===== src/rtl/quad_pwm_pkg.sv =====
package quad_pwm_pkg;
    typedef enum logic {
        CH_IDLE = 1'b0,
        CH_RUN  = 1'b1
    } ch_state_t;

    localparam int CFG_W  = 8;
    localparam int SLOT_W = 8;
    localparam int INC_W  = 13;
    localparam int STEP_HI = 7;
    localparam int STEP_LO = 6;
    localparam int CNT_HI  = 5;
endpackage


===== src/rtl/quad_pwm_rate.sv =====
module quad_pwm_rate
    import quad_pwm_pkg::*;
(
    input  logic [CFG_W-1:0] freq_word,
    output logic [INC_W-1:0] phase_inc
);
    logic [1:0]       step;
    logic [INC_W-1:0] base;

    always_comb begin
        step      = freq_word[STEP_HI:STEP_LO];
        base      = INC_W'(freq_word[CNT_HI:0]) + INC_W'(1);
        phase_inc = base << {step, 1'b0};
    end
endmodule


===== src/rtl/quad_pwm_chan.sv =====
module quad_pwm_chan
    import quad_pwm_pkg::*;
#(
    parameter int MOD = 8192
) (
    input  logic              clk,
    input  logic              rst_n,
    input  logic              tick,
    input  logic [CFG_W-1:0]  freq_word,
    input  logic [SLOT_W-1:0] duty,
    input  logic              pol,
    input  logic              en,
    output logic              pwm
);
    localparam int ACC_W = $clog2(MOD) + 1;

    ch_state_t         state, state_nx;
    logic [ACC_W-1:0]  acc;
    logic [ACC_W-1:0]  acc_sum;
    logic [SLOT_W-1:0] slot;
    logic [INC_W-1:0]  inc;
    logic              run;

    quad_pwm_rate u_rate (
        .freq_word (freq_word),
        .phase_inc (inc)
    );

    assign run = (state == CH_RUN);

    always_comb begin
        state_nx = state;
        unique case (state)
            CH_IDLE: if (en)  state_nx = CH_RUN;
            CH_RUN:  if (!en) state_nx = CH_IDLE;
            default:          state_nx = CH_IDLE;
        endcase
    end

    always_ff @(posedge clk or negedge rst_n) begin
        if (!rst_n) state <= CH_IDLE;
        else        state <= state_nx;
    end

    assign acc_sum = acc + ACC_W'(inc);

    always_ff @(posedge clk or negedge rst_n) begin
        if (!rst_n) begin
            acc  <= '0;
            slot <= '0;
        end else if (!run || !en) begin
            acc  <= '0;
            slot <= '0;
        end else if (tick) begin
            if (acc_sum >= ACC_W'(MOD)) begin
                acc  <= acc_sum - ACC_W'(MOD);
                slot <= slot + SLOT_W'(1);
            end else begin
                acc  <= acc_sum;
            end
        end
    end

    always_comb begin
        pwm = 1'b0;
        unique case (state)
            CH_IDLE: pwm = 1'b0;
            CH_RUN:  pwm = (slot <= duty) ^ pol;
            default: pwm = 1'b0;
        endcase
    end

    AST_OFF_LOW: assert property (@(posedge clk) disable iff (!rst_n)
        !en |=> !pwm);
    AST_START_ZERO: assert property (@(posedge clk) disable iff (!rst_n)
        (!run && en) |=> (slot == '0 && acc == '0));
    AST_START_ACTIVE: assert property (@(posedge clk) disable iff (!rst_n)
        (!run && en) |=> (pwm ^ pol));
    AST_NO_TICK_HOLD: assert property (@(posedge clk) disable iff (!rst_n)
        (run && en && !tick) |=> ($stable(slot) && $stable(acc)));
    AST_ONE_SLOT: assert property (@(posedge clk) disable iff (!rst_n)
        (run && en) |=> (slot == $past(slot) || slot == $past(slot) + 8'd1));
    AST_ACC_RANGE: assert property (@(posedge clk) disable iff (!rst_n)
        acc < ACC_W'(MOD));
endmodule


===== src/rtl/quad_pwm_gen.sv =====
module quad_pwm_gen
    import quad_pwm_pkg::*;
#(
    parameter int NCH          = 4,
    parameter int BASE_TICK_HZ = 1048576
) (
    input  logic                        clk,
    input  logic                        rst_n,
    input  logic                        tick,
    input  logic [NCH-1:0][CFG_W-1:0]   freq_i,
    input  logic [NCH-1:0][SLOT_W-1:0]  duty_i,
    input  logic [NCH-1:0]              pol_i,
    input  logic [NCH-1:0]              en_i,
    output logic [NCH-1:0]              pwm_o
);
    localparam int MOD = BASE_TICK_HZ / 128;

    for (genvar c = 0; c < NCH; c++) begin : g_ch
        quad_pwm_chan #(.MOD(MOD)) u_chan (
            .clk       (clk),
            .rst_n     (rst_n),
            .tick      (tick),
            .freq_word (freq_i[c]),
            .duty      (duty_i[c]),
            .pol       (pol_i[c]),
            .en        (en_i[c]),
            .pwm       (pwm_o[c])
        );
    end

    AST_RESET_LOW: assert property (@(posedge clk) disable iff (!rst_n)
        $rose(rst_n) |-> (pwm_o == '0));
endmodule


===== config.mk =====
export PLATFORM = sky130hd
export DESIGN_NAME = quad_pwm_gen
export DESIGN_NICKNAME = d
export VERILOG_FILES = /design/src/rtl/quad_pwm_pkg.sv /design/src/rtl/quad_pwm_rate.sv /design/src/rtl/quad_pwm_chan.sv /design/src/rtl/quad_pwm_gen.sv
export SDC_FILE = /design/constraint.sdc
export NUM_CORES = 1
export LEC_CHECK = 0
export BUFFER_PORTS_ARGS = -buffer_cell sky130_fd_sc_hd__buf_2
export CAP_MARGIN = 10
export CORE_MARGIN = 8
export CORE_UTILIZATION = 55
export CTS_CLUSTER_DIAMETER = 80
export DETAILED_ROUTE_END_ITERATION = 7
export GPL_ROUTABILITY_DRIVEN = 0
export PLACE_DENSITY = 0.78
export SLEW_MARGIN = 40
export SYNTH_ARGS = -nofsm -noshare
export SYNTH_HDL_FRONTEND = slang
export SYNTH_SLANG_ARGS = --single-unit

===== constraint.sdc =====
create_clock -name clk -period 2.3 [get_ports clk]
set_clock_uncertainty 0.1 [all_clocks]
set_input_delay 0.115 -clock clk [delete_from_list [all_inputs] [get_ports clk]]
set_output_delay 0.115 -clock clk [all_outputs]
set_load 0.01 [all_outputs]

# --- Word level (Yosys, flattened, before mapping) ---
# Cells that the tools add are included.
op_classes:
  add_sub_neg: 16
  n_mul: 0
  n_div: 0
  order_cmp: 8
  eq_ne: 0
  n_shift: 4
  n_mux: 32
  bitwise_logic: 8
  n_reduce_logical: 24
ops:
  columns: ["op", "count"]
  rows:
  - ["$mux 14", 12]
  - ["$mux 8", 12]
  - ["$add 14x13->14", 4]
  - ["$ge 14x14->1 const B", 4]
  - ["$sub 14x14->14 const B", 4]
  - ["$shl 13x3->13", 4]
  - ["$add 8x1->8 const B", 4]
  - ["$le 8x8->1", 4]
  - ["$add 6x1->7 const B", 4]
  - ["$reduce_bool 2->1", 8]
  - ["$logic_not 1->1", 8]
  - ["$pmux 1 s2", 4]
  - ["$reduce_and 2->1", 4]
  - ["$logic_or 1x1->1", 4]
  - ["$mux 1", 4]
  - ["$not 1->1", 4]
  - ["$xor 1x1->1", 4]
word_totals:
  regBits: 92
  latchBits: 0
  mem_bits_rw: 0
  romBits: 0
  word_cells: 104
  memories: 0

# --- Longest topological paths before layout ---
logic_depth:
  depth_word: 7
  ltp_mapped: 15

# --- Hierarchy ---
# Synthesis repeated with hierarchy kept, for this count alone.
unflattened:
  cells_unflattened: 1073
  area_unflattened_um2: 9286.4
by_module_without_submodules:
  columns: ["module", "instances", "cells_each", "area_per_inst_um2", "seq_area_each_um2"]
  rows:
  - ["quad_pwm_chan (g_ch[0].u_chan ...)", 3, 231, 2048.2, 575.6]
  - ["quad_pwm_chan (g_ch[1].u_chan)", 1, 200, 1825.5, 575.6]
  - ["quad_pwm_rate", 4, 45, 329.1, 0.0]

# --- Worst setup path before layout ---
# No wires, ideal clock.
synth_path:
  path_type: "input port to flip-flop"
  start: "input port freq_i[0] in the netlist's numbering"
  end: "register g_ch[0].u_chan.slot[6]"
  arrival_time_ns: 2.739
  slack_ns: -0.618
  path_stages: 15
  n_path_buf: 0
  cell_sequence: "ha_1 > nand3_1 > nor2_1 > nand2_1 > nor2_1 > a21oi_1 > o22ai_1 > ha_1 > a21oi_1 > a21boi_2 > a2bb2oi_2 > a31oi_1 > or2_1 > or4_1 > a21oi_1"
synth_via:
  elab_chain_cells: 6
synth_rtl:
  columns: ["item", "line_no", "rtl"]
  rows:
  - ["start: declaration", "quad_pwm_gen.sv:10", "input logic [NCH-1:0][CFG_W-1:0] freq_i,"]
  - ["$add 6x1->7", "quad_pwm_rate.sv:12", "base = INC_W'(freq_word[CNT_HI:0]) + INC_W'(1);"]
  - ["$shl 13x3->13", "quad_pwm_rate.sv:13", "phase_inc = base << {step, 1'b0};"]
  - ["$add 14x13->14", "quad_pwm_chan.sv:45", "assign acc_sum = acc + ACC_W'(inc);"]
  - ["$ge 14x14->1", "quad_pwm_chan.sv:55", "if (acc_sum >= ACC_W'(MOD)) begin"]
  - ["$reduce_bool 2->1 (no line)", null, null]
  - ["$reduce_and 2->1 (no line)", null, null]
  - ["end signal: assignment", "quad_pwm_chan.sv:57", "slot <= slot + SLOT_W'(1);"]
  - ["end: declaration", "quad_pwm_chan.sv:20", "logic [SLOT_W-1:0] slot;"]
# No other way between the ends.
# A chain may end at the register's enable or synchronous reset.

# --- Final worst setup path ---
layout_path:
  start: "input port freq_i[1] in the netlist's numbering"
  end: "register g_ch[0].u_chan.slot[6]"
# The elaborated chain is that of the path after synthesis.

==> metrics.md <==
| Metric | Value |
|---|---|
| Hold Vio Cnt, Final | 0 |
| 1st-iter DRT viols | 1558 |
| Share of cells above drive strength 1 | between 40% and 50% |
| Slew @ Worst Pin | 916 ps |
| R2r endpoint | g_ch[0].u_chan.acc[10] |
| Io pins | 79 |
| Arrival time at the worst endpoint | ~3200 ps |
| Asr flop ratio synth | between 90% and 100% |
| I/O Buffers | 78 |
| Clk slew on worst S/H paths | approximately 70 ps |
| Die Width | approximately 140 um |
| Die Y-Extent | 140 um |
| Vias | around 11000 |
| Register area share after synthesis | 27.4% |
| DRT Pass-1 Iters | 7 |
| Detail Route Antenna Nets | 0 |
| CP top delay family | simple AND/OR/NAND/NOR gates |
| Slew Viols, Final | 0 |
| Top post-synthesis cells by area | dfrtp_1 27%, ha_1 14%, mux2i_1 5.6% |
| Post-synth top area share | 27.4% |
| MaxCap Viol Count | 0 |
| Clk sinks | 92 |
| Slowest stage cell, crit path | ha_1 |
| Final setup fails | 58 |
| Gr ovfl total | 0 |
| Tmin final | a little over 3000 ps |
| Area added between synthesis and finish | 53.0% |
| Avg WL per Cell | around 26 um |
| Most common cell in the netlist | nor2_1 |
| CTS max path bufs | 2 |
| Yosys warnings | 0 |
| DP HPWL | 17.3 mm |
| R2R depth | 10 |
| Crit-path most repeated cell | buf_4 |
| Post-synth top area cell | dfrtp_1 |
| Largest net degree at the start of global routing | 56 |
| CTS tree | built |
| Cell Pwr Density | between 300 and 400 nW/um2 |
| Initial core utilization | 55.8% |
| Hold Crit Class | in2async |
| Placed Area | 10700 um2 |
| Full die area | slightly below 20000 um2 |
| RSZ-0062 raised after global routing | true |
| Initial antenna violation count | 1 |
| H-tree Lvls | 3 |
| Drc violations | 0 |
| Post-layout util | 85.4% |
| Peak Freq | 0.325 GHz |
| FP Rows | 45 |
| Final setup margin | -780 ps |
| FF+latch count, synth | 92 |
| WP buf/inv | 4 |
| Num CTS Buffers | 9 |
| Reg2reg start | g_ch[0].u_chan.acc[0] |
| Commonest cells post-synth | 105 x nor2_1, 92 x dfrtp_1, 92 x ha_1, 90 x nand2_1, 77 x inv_1 |
| Final WL | 40.1 mm |
| Static Leak | 6.02 nW |
| WP data required | 2410 ps |
| Mapped Cells | a little over 1000 |
| Cell area after layout | 12800 um2 |
| Tot Pwr | approximately 5 mW |
| Gr usage total | ~30% |
| Failing checks | setup timing |
| Status | finished, violations left |
| Reg2Reg Setup Slack | -570 ps |
| Worst path max stage delay | 400 ps |
| Slew headroom | between 30% and 40% |
| Mapped Nets | 1207 |
| Clk root buf | clkbuf_16 |
| # diodes | 0 |
| Vias in the first global route | 9571 |
| CP cell instances | buf_8 > ha_4 > nand3_4 > nor2_4 > nand2_2 > buf_4 > buf_4 > nor2_1 > ha_1 > nand4_1 > a2bb2oi_2 > a31oi_2 > or2_1 > buf_4 > o31ai_2 > a21oi_4 |
| Setup crit end kind | register |
| VDD IR max | 0.000366 V |
| Final nets | 1513 |
| Post-synthesis cell type count | 61 |
| Worst-path maximum fanout | 4 |
| Setup CP Type | in2reg |
| Post-Place Setup Slack | -820 ps |
| Startpoint types | input port |
| Post-synth EDFFs | 0 |
| Worst-Skew Late Latency | between 300 and 400 ps |
| Tcrit/Tclk final | 134% |
| First-pass GRT wire length | 46.9 mm |
| Ys flop type | dfrtp_1 |
| Vias per cell | 7.03 |
| Syn avg cell area | 8.10 um2 |
| Mapped Area | 8390 um2 |
| CORE AREA | between 15000 and 20000 um2 |
state kept, by name (all words and copies together), names as in the netlist:
signal,cells
g_ch.u_chan.run,4
g_ch.u_chan.acc,56
g_ch.u_chan.slot,32
kinds of logic after synthesis:
kind of cell	Yosys count	share of synthesized area (%)
simple gates	387	22.6
compound gates	243	18.2
buf+inv	115	5.44
fa+ha+maj	96	14.7
flops	92	27.4
xor+xnor	52	5.43
mux	51	6.17
repair_timing:
| action | in CTS | in global routing |
|---|---|---|
| endpoints found under the setup margin | 52 | 65 |
| setup buffers | 32 | 32 |
| gates resized for setup | 144 | 168 |
| endpoints found under the hold margin | 41 | 0 |
| hold buffers | 5 | 0 |
| cloned | 1 | 0 |
| pin swaps | 107 | 98 |
per-stage QoR:
step | hold slack [ps] | std cells | TNS (ps)
floorplan | -281 | 1036 | -9310
global placement | 22.8 | 1458 | -26900
detailed placement | 26.0 | 1458 | -30790
CTS | 155 | 1510 | -5130
global route | 213 | 1535 | -22890
finish | 184 | 1535 | -18420
cell usage in the layout (no fill, tap or decap), types with 7 or more instances in the layout:
cell type and n:
a211oi_1 10, a211oi_2 9, a21o_1 15, a21oi_1 34
a21oi_2 32, a21oi_4 9, and2_1 15, and3_1 12
buf_2 61, buf_4 229, buf_6 29, clkbuf_16 9
dfrtp_1 91, ha_1 66, ha_2 8, ha_4 18
inv_1 74, mux2i_1 46, nand2_1 78, nand2_2 8
nand2b_1 14, nand3_1 19, nand3_2 8, nand4_1 29
nor2_1 93, nor2_4 7, nor2b_1 16, nor3_1 14
o21a_1 15, o21ai_0 10, o21ai_1 18, o21ai_2 17
o22ai_1 10, o22ai_2 7, or3_1 8, xnor2_1 21
xor2_1 17, xor2_2 7
cell type report:
type | count | area [um2]
flip-flops and latches | 92 | 2300
well taps | 188 | 235
multi-input cells | 829 | 7150
inverters | 77 | 289
fillers | 641 | 2190
repair buffers | 333 | 2550
clock buffers | 10 | 229
clock inverters | 6 | 86.3
where the power goes:
group          internal (mW)  switching (mW)
Clock                  0.955           0.722
Sequential              1.65          0.0291
Combinational          0.749           0.937
per-layer routing:
metal  GRT usage, %  routed length (um)  up-vias
li1               -                   -     4315
met1           32.5               13000     4958
met2           50.6               18100     1101
met3           6.63                5280      415
met4           16.7                3730        2
met5              0                  12        -
worst max path at each step:
stage	endpoint	startpoint	slack, ps	cells past startpoint
global route	g_ch[0].u_chan.slot[6]	freq_i[1]	-820	16
global placement	g_ch[0].u_chan.slot[6]	freq_i[0]	-710	16
CTS	g_ch[0].u_chan.slot[6]	freq_i[1]	-300	16
floorplan	g_ch[0].u_chan.slot[6]	freq_i[0]	-450	15
detailed placement	g_ch[0].u_chan.slot[7]	freq_i[0]	-820	18
finish	g_ch[0].u_chan.slot[6]	freq_i[1]	-780	16
(Power assumes the default switching activity.)
